`src/rtl/dual_round_select_pkg.sv`:
```
package dual_round_select_pkg;
  localparam int unsigned WORD_W   = 32;
  localparam int unsigned OUT_W    = 16;
  localparam int unsigned IDX_W    = 4;
  localparam int unsigned NREG     = 1 << IDX_W;
  localparam int unsigned SHIFT_MAX = WORD_W - OUT_W;
  localparam int unsigned SHIFT_W  = $clog2(SHIFT_MAX + 1);
  localparam int unsigned NPATH    = 2;

  typedef enum logic {KIND_ROUND = 1'b0, KIND_WINDOW = 1'b1} reg_kind_e;

  typedef struct packed {
    logic [WORD_W-1:0]  word;
    logic [SHIFT_W-1:0] shift;
  } path_stage_t;
endpackage

```
`src/rtl/dual_round_select_bank.sv`:
```
module dual_round_select_bank
  import dual_round_select_pkg::*;
#(
  parameter int unsigned P_WORD_W  = WORD_W,
  parameter int unsigned P_IDX_W   = IDX_W,
  parameter int unsigned P_SHIFT_W = SHIFT_W,
  parameter int unsigned P_SHIFT_MAX = SHIFT_MAX
) (
  input  logic                 clk,
  input  logic                 rst,
  input  logic                 wr_en,
  input  logic                 wr_kind,
  input  logic [P_IDX_W-1:0]   wr_idx,
  input  logic [P_WORD_W-1:0]  wr_data,
  input  logic [P_IDX_W-1:0]   rnd_idx,
  input  logic [P_IDX_W-1:0]   win_idx,
  output logic [P_WORD_W-1:0]  rnd_val,
  output logic [P_SHIFT_W-1:0] win_val
);
  localparam int unsigned DEPTH = 1 << P_IDX_W;

  logic [P_WORD_W-1:0]  rnd_q [DEPTH];
  logic [P_SHIFT_W-1:0] win_q [DEPTH];
  logic [P_SHIFT_W-1:0] win_clamped;

  always_comb begin
    if (wr_data > P_WORD_W'(P_SHIFT_MAX)) win_clamped = P_SHIFT_W'(P_SHIFT_MAX);
    else                                   win_clamped = wr_data[P_SHIFT_W-1:0];
  end

  for (genvar i = 0; i < DEPTH; i++) begin : g_reg
    always_ff @(posedge clk) begin
      if (rst) begin
        rnd_q[i] <= '0;
        win_q[i] <= '0;
      end else if (wr_en && wr_idx == P_IDX_W'(i)) begin
        if (wr_kind == KIND_WINDOW) win_q[i] <= win_clamped;
        else                        rnd_q[i] <= wr_data;
      end
    end
  end

  assign rnd_val = rnd_q[rnd_idx];
  assign win_val = win_q[win_idx];
endmodule

```
`src/rtl/dual_round_select_window.sv`:
```
module dual_round_select_window
  import dual_round_select_pkg::*;
#(
  parameter int unsigned P_WORD_W  = WORD_W,
  parameter int unsigned P_OUT_W   = OUT_W,
  parameter int unsigned P_SHIFT_W = SHIFT_W
) (
  input  logic [P_WORD_W-1:0]  word,
  input  logic [P_SHIFT_W-1:0] shift,
  output logic [P_OUT_W-1:0]   slice
);
  assign slice = word[shift +: P_OUT_W];
endmodule

```
`src/rtl/dual_round_select.sv`:
```
module dual_round_select
  import dual_round_select_pkg::*;
(
  input  logic         clk,
  input  logic         rst,
  input  logic         in_valid,
  output logic         in_ready,
  input  logic [31:0]  in_a,
  input  logic [31:0]  in_b,
  input  logic [3:0]   rnd_sel_a,
  input  logic [3:0]   rnd_sel_b,
  input  logic [3:0]   win_sel_a,
  input  logic [3:0]   win_sel_b,
  input  logic         dual_mode,
  input  logic         scale_b,
  input  logic         wr_en,
  input  logic         wr_kind,
  input  logic [4:0]   wr_addr,
  input  logic [31:0]  wr_data,
  output logic         out_valid,
  input  logic         out_ready,
  output logic [15:0]  out_a,
  output logic [15:0]  out_b
);
  logic                advance;
  logic                s1_valid;
  logic [WORD_W-1:0]   path_in   [NPATH];
  logic [IDX_W-1:0]    rnd_sel   [NPATH];
  logic [IDX_W-1:0]    win_sel   [NPATH];
  logic [WORD_W-1:0]   rnd_val   [NPATH];
  logic [SHIFT_W-1:0]  win_val   [NPATH];
  logic [WORD_W-1:0]   rounded   [NPATH];
  path_stage_t         s1_q      [NPATH];
  logic [OUT_W-1:0]    slice     [NPATH];
  logic [OUT_W-1:0]    out_q     [NPATH];
  logic [WORD_W-1:0]   b_term;

  // Whole pipeline moves together; it freezes only when a presented word waits.
  assign advance  = !out_valid || out_ready;
  assign in_ready = advance;

  assign b_term = scale_b ? {in_b[WORD_W-2:0], 1'b0} : in_b;

  // Path 0 carries the combined result in combined mode.
  assign path_in[0] = dual_mode ? in_a : in_a + b_term;
  assign path_in[1] = in_b;
  assign rnd_sel[0] = rnd_sel_a;
  assign rnd_sel[1] = rnd_sel_b;
  assign win_sel[0] = win_sel_a;
  assign win_sel[1] = win_sel_b;

  for (genvar p = 0; p < NPATH; p++) begin : g_path
    dual_round_select_bank u_bank (
      .clk     (clk),
      .rst     (rst),
      .wr_en   (wr_en && (wr_addr[IDX_W] == 1'(p))),
      .wr_kind (wr_kind),
      .wr_idx  (wr_addr[IDX_W-1:0]),
      .wr_data (wr_data),
      .rnd_idx (rnd_sel[p]),
      .win_idx (win_sel[p]),
      .rnd_val (rnd_val[p]),
      .win_val (win_val[p])
    );

    if (p == 0) begin : g_main
      assign rounded[p] = path_in[p] + rnd_val[p];
    end else begin : g_aux
      assign rounded[p] = dual_mode ? path_in[p] + rnd_val[p] : '0;
    end

    always_ff @(posedge clk) begin
      if (rst) begin
        s1_q[p] <= '0;
      end else if (advance) begin
        s1_q[p].word  <= rounded[p];
        s1_q[p].shift <= win_val[p];
      end
    end

    dual_round_select_window u_win (
      .word  (s1_q[p].word),
      .shift (s1_q[p].shift),
      .slice (slice[p])
    );

    always_ff @(posedge clk) begin
      if (rst)          out_q[p] <= '0;
      else if (advance) out_q[p] <= slice[p];
    end
  end

  always_ff @(posedge clk) begin
    if (rst) begin
      s1_valid  <= 1'b0;
      out_valid <= 1'b0;
    end else if (advance) begin
      s1_valid  <= in_valid;
      out_valid <= s1_valid;
    end
  end

  assign out_a = out_q[0];
  assign out_b = out_q[1];
endmodule

```
`config.mk`:
```
export PLATFORM = sky130hd
export DESIGN_NAME = dual_round_select
export DESIGN_NICKNAME = d
export VERILOG_FILES = /design/src/rtl/dual_round_select_pkg.sv /design/src/rtl/dual_round_select_bank.sv /design/src/rtl/dual_round_select_window.sv /design/src/rtl/dual_round_select.sv
export SDC_FILE = /design/constraint.sdc
export NUM_CORES = 2
export LEC_CHECK = 0
export BUFFER_PORTS_ARGS = -buffer_cell sky130_fd_sc_hd__buf_2
export CORE_ASPECT_RATIO = 0.8
export CORE_MARGIN = 1
export CORE_UTILIZATION = 31
export DETAILED_ROUTE_END_ITERATION = 12
export PLACE_DENSITY = 0.42
export SLEW_MARGIN = 20
export SYNTH_ARGS = -nofsm -noshare
export SYNTH_HDL_FRONTEND = slang
export SYNTH_SLANG_ARGS = --single-unit
```
`constraint.sdc`:
```
create_clock -name clk -period 12.9 [get_ports clk]
set_input_delay 0.645 -clock clk [delete_from_list [all_inputs] [get_ports clk]]
set_output_delay 0.645 -clock clk [all_outputs]
set_load 0.05 [all_outputs]
```
== After elaboration in Yosys (flattened, before gate mapping) ==
Memories as Yosys holds them, arrays and structs flattened.
Cells that the tools add are included.
Storage, ports and cells
  input port bits: 125
  register bits: 2
  logic and storage cells: 410
  output and inout port bits: 34
  memories: 6
  memory bits (writable): 1290
Memories
  g_path[0].u_bank.rnd_q: depth 16, bits a word 32, read ports 1, clocked after Yosys merged registers in 0, write ports 16, RTL line dual_round_select_bank.sv:22  | logic [P_WORD_W-1:0] rnd_q [DEPTH];
  g_path[1].u_bank.rnd_q: depth 16, bits a word 32, read ports 1, clocked after Yosys merged registers in 0, write ports 16, RTL line dual_round_select_bank.sv:22
  g_path[0].u_bank.win_q: depth 16, bits a word 5, read ports 1, clocked after Yosys merged registers in 0, write ports 16, RTL line dual_round_select_bank.sv:23  | logic [P_SHIFT_W-1:0] win_q [DEPTH];
  g_path[1].u_bank.win_q: depth 16, bits a word 5, read ports 1, clocked after Yosys merged registers in 0, write ports 16, RTL line dual_round_select_bank.sv:23
  s1_q: depth 2, bits a word 37, read ports 2, clocked after Yosys merged registers in 0, write ports 2, RTL line dual_round_select.sv:33  | path_stage_t s1_q [NPATH];
  out_q: depth 2, bits a word 16, read ports 2, clocked after Yosys merged registers in 0, write ports 2, RTL line dual_round_select.sv:35  | logic [OUT_W-1:0] out_q [NPATH];
Cells by class
  add/subtract/negate cells: 3
  multiplexer cells: 273
  reductions and logical operators: 37
  shift operators: 2
  magnitude comparators: 1
  equality and inequality tests: 15
  bitwise operators: 71
Operator list (count)
  $mux 32: 37
  $mux 1: 199
  $mux 5: 35
  $add 32x32->32: 3
  $or 1x1->1: 70
  $shiftx 32x6->16: 2
  $logic_and 1x1->1: 34
  $eq 4x4->1 const B: 8
  $gt 32x5->1 const B: 1
  $mux 16: 2
  $eq 4x3->1 const B: 4
  $eq 4x2->1 const B: 2
  $eq 4x1->1 const B: 1
  $logic_not 4->1: 1
  $logic_not 1->1: 1
  $logic_or 1x1->1: 1
  $not 1->1: 1

== Depth between registers and ports, before layout ==
  word-level depth: 7
  depth in mapped cells: 22
  depth with buffers taken out: 20

== Hierarchy ==
A second synthesis with hierarchy kept.
Unflattened totals
  cell total of the unflattened synthesis: 4824
  area, all modules: 67188.2 um^2
Modules (own cells, without submodules)
  dual_round_select_bank (g_path[1].u_bank): sequential area each 17777.0 um^2, instances 1, cells each 1727, area an instance 27124.8 um^2
  dual_round_select_bank (g_path[0].u_bank): sequential area each 17777.0 um^2, instances 1, cells each 1727, area an instance 27086.0 um^2
  dual_round_select: sequential area each 3223.1 um^2, instances 1, cells each 984, area an instance 9306.4 um^2
  dual_round_select_window: sequential area each 0.0 um^2, instances 2, cells each 193, area an instance 1835.5 um^2

== Least setup slack after synthesis ==
Ideal clock, no wire load.
  path kind: in2reg
  from: in scale_b
  to: mem s1_q[0][36] (netlist name) (data pin)
  buffers on the path: 3
  stages on the path: 21
  setup time: 0.271 ns
  slack: 7.244 ns
  data arrival time: 5.385 ns
  cell sequence: clkbuf_1 > clkbuf_1 > mux2_2 > ha_1 > and3_2 > a221o_2 > a21oi_1 > o21a_1 > o21ai_0 > a41oi_1 > xor2_1 > o21ai_0 > ha_1 > clkbuf_1 > nand3_1 > or3_1 > a311o_1 > a311oi_1 > o22ai_1 > xnor2_1 > mux2i_1
RTL lines
  start: declaration: RTL line dual_round_select.sv:15  | input logic scale_b,
  end: declaration: RTL line dual_round_select.sv:33

==> results.cfg <==
[timing]
worst_slew_pin_slew_ns = 1.13
fin_crit_ns = 5.76
period_share = 0.447
fin_setup_tns_ns = 0
rsz0062_at_grt = no
fin_skew_ns = 0.0502
setup_viol_count_final = 0
clock.fmax_mhz = 173
hold_violations = 0
slew_headroom = 0.241
slew_viol_final = 0

[layout]
finalNetCount = 4838
layout_common_cells = edfxtp_1, and2_1, mux4_2, nor2_1, nand2_1
final_common_cell = edfxtp_1
fin_util = 0.354
fin_area_um2 = 74000
fin_cells = 7548
syn2layout_area_growth_pct = 13.3
drive_above_1_share = 0.217

[run]
maxCapViolations = 0

[worst_setup_path]
crit_type = in -> reg
start_kind = input pin
worstSetupEndpointType = register
critPathArrivalTime_ns = 6.28
reg2reg_depth = 12
path_max_fanout = 33
r2r_end = s1_q[0][33]
crit_required_ns = 13.41
r2r_slack_ns = 8.34
r2r_start = g_path[0].u_bank.rnd_q[10][0]

[synth]
syn_inst = 4581
ys_warn_count = 0
synth.distinct_cells = 81
async_flop_share = 0
synth_area_per_cell_um2 = 14.3
ys_ff_latch = 1292
synth_edf_count = 1290
seq_area_frac_synth = 0.593
synth_area_um2 = 65400
ys.flop_type = edfxtp_1
synth_fp_nets = 4802

[placed_design]
port_buffers = 158
postPlaceCellArea_um2 = 69300
hpwlAfterDp_um = 135000
dpl.cell_count = 7280
globalplace.congestion = 0.853

[route]
drtIter0Drc = 3928
detail_route.vias_per_cell = 5.16
wl_um = 225000
vias = 39000
ant_nets = 0
drc = 0
dr.pass1.iters = 5
wl_per_cell_um = 29.8

[hold_path]
hold_start = in_valid
min_path_cells = 3
worst_hold_path_type = in -> reg
holdPathEnd = s1_valid

[clock_tree]
cts_resized = 0
clockRootBuffer = clkbuf_16
ctsHoldBuffers = 0
cts_buffer_depth = 3
post_cts_buffers = 0
cts-htree-levels = 4
clk_pin_slew_ns = 0.06
cts_sinks = 1292
cts_tree = built
worstSkewPairLatency_ns = 0.81
numCtsBuffers = 147

[global_route]
grt_overflow = 0
antenna_found_initial = 43
grt_max_degree = 73
first_global_vias = 38600
grt_pass1_wl_um = 314000
grt_use_total = 0.211

[floorplan]
io_pins = 159
die_h_um = 413
die_w_um = 515
coreArea_um2 = 209000
initial_core_util = 0.312
rows = 150
dieArea_um2 = 213000

[run_status]
status = finished clean

[power_and_ir_drop]
power.density_nw_per_um2 = 148
ir_drop_mv = 0.0950
leakagePower_nw = 25.6
==> sequential cells by signal, indices dropped and copies added (netlist names) <==
signal,flops
out_valid,1
out_q,32
s1_valid,1
g_path.u_bank.win_q,160
s1_q,74
g_path.u_bank.rnd_q,1024
==> Yosys cell counts, types with 11 or more instances <==
master	count	area share
nor2b_1	25	0.0024
a21o_1	98	0.011
nor3_1	31	0.0024
a31oi_1	17	0.0016
a211oi_1	37	0.0043
a21oi_1	91	0.0070
o21bai_1	18	0.0021
nand2b_1	17	0.0016
o21ai_0	87	0.0067
xor2_1	25	0.0034
mux2i_1	55	0.0084
edfxtp_1	1290	0.59
o21a_1	20	0.0023
o211ai_1	17	0.0020
nand4_1	14	0.0013
inv_1	36	0.0021
mux2_2	41	0.0071
ha_1	93	0.018
nor2_1	342	0.020
xnor2_1	40	0.0054
clkbuf_1	331	0.019
mux4_2	423	0.15
nand3_1	24	0.0018
or3_1	11	0.0011
nand2_1	179	0.010
buf_1	20	0.0011
and2_1	1049	0.10
buf_2	21	0.0016
==> worst max path at each step <==
stage / depth (start not counted) / start / end / slack (ns)
after floorplan: 21 / scale_b / s1_q[0][36] / 7.24
final: 20 / scale_b / s1_q[0][34] / 7.14
after global routing: 19 / scale_b / s1_q[0][34] / 6.66
after global placement: 19 / scale_b / s1_q[0][34] / 6.36
after detailed placement: 19 / scale_b / s1_q[0][34] / 6.45
after CTS: 19 / scale_b / s1_q[0][34] / 7.26
==> power breakdown <==
part,switching (W),leakage (nW),total [W],internal [W]
Sequential,0.000122,12.5,0.00503,0.00491
Clock,0.00185,2.24,0.00411,0.00225
Combinational,0.00111,10.8,0.00178,0.000674
Total,0.00308,25.6,0.0109,0.00784
==> logic make-up (layout without fill, tap and decap cells) <==
kind of cell / Yosys count / after routing / synth area share
AO/OA/AOI/OAI: 453 / 453 / 0.0468
adder cells (fa/ha/maj): 96 / 96 / 0.0187
XOR/XNOR: 65 / 65 / 0.00871
flip-flops: 1292 / 1292 / 0.593
AND/OR/NAND/NOR: 1740 / 1740 / 0.146
multiplexers: 519 / 519 / 0.161
buffers and inverters: 416 / 564 / 0.0248
other: 0 / 7 / 0
==> layer usage <==
metal  global-route usage  wire (µm)  vias up
met1                0.299     103000    20300
met2                0.339     105000     1166
met4               0.0446       4570        6
met3               0.0331      12400      257
li1                     -          -    17200
met5                    0         31        -
==> stage by stage <==
stage          hold slack [ns]  setup slack, ns  total power [W]
6_report                0.0875             7.14           0.0109
5_1_grt                 0.0524             6.66           0.0113
3_3_place_gp             0.442             6.36          0.00692
4_1_cts                 0.0235             7.26           0.0110
2_1_floorplan            0.432             7.24          0.00625
3_5_place_dp             0.450             6.45          0.00691
==> cell type report <==
| type | count | area (µm²) |
|---|---|---|
| antenna | 7 | 17.5 |
| sequential | 1292 | 38800 |
| multi-input combinational | 2873 | 25300 |
| inverter | 39 | 146 |
| tap | 2812 | 3520 |
| clock buffer | 179 | 3800 |
| clock inverter | 82 | 848 |
| timing repair buffer | 264 | 1620 |
| fill | 19900 | 135000 |
==> worst max-delay path: stages <==
cell       delay, ns
buf_2           0.59
mux2_2          0.41
ha_1            0.32
a2111oi_0       0.38
o21ai_0         0.28
a41oi_1         0.41
o21bai_1        0.10
a21oi_1         0.30
o311ai_0        0.25
xnor2_1         0.18
o21ai_0         0.10
ha_1            0.40
nand2_1         0.14
nor2_1          0.13
nand3_1         0.14
nor2_1          0.13
o21ai_0         0.15
a2111oi_0       0.96
o21a_1          0.20
nor3_1          0.05
(Power assumes the default switching activity.)
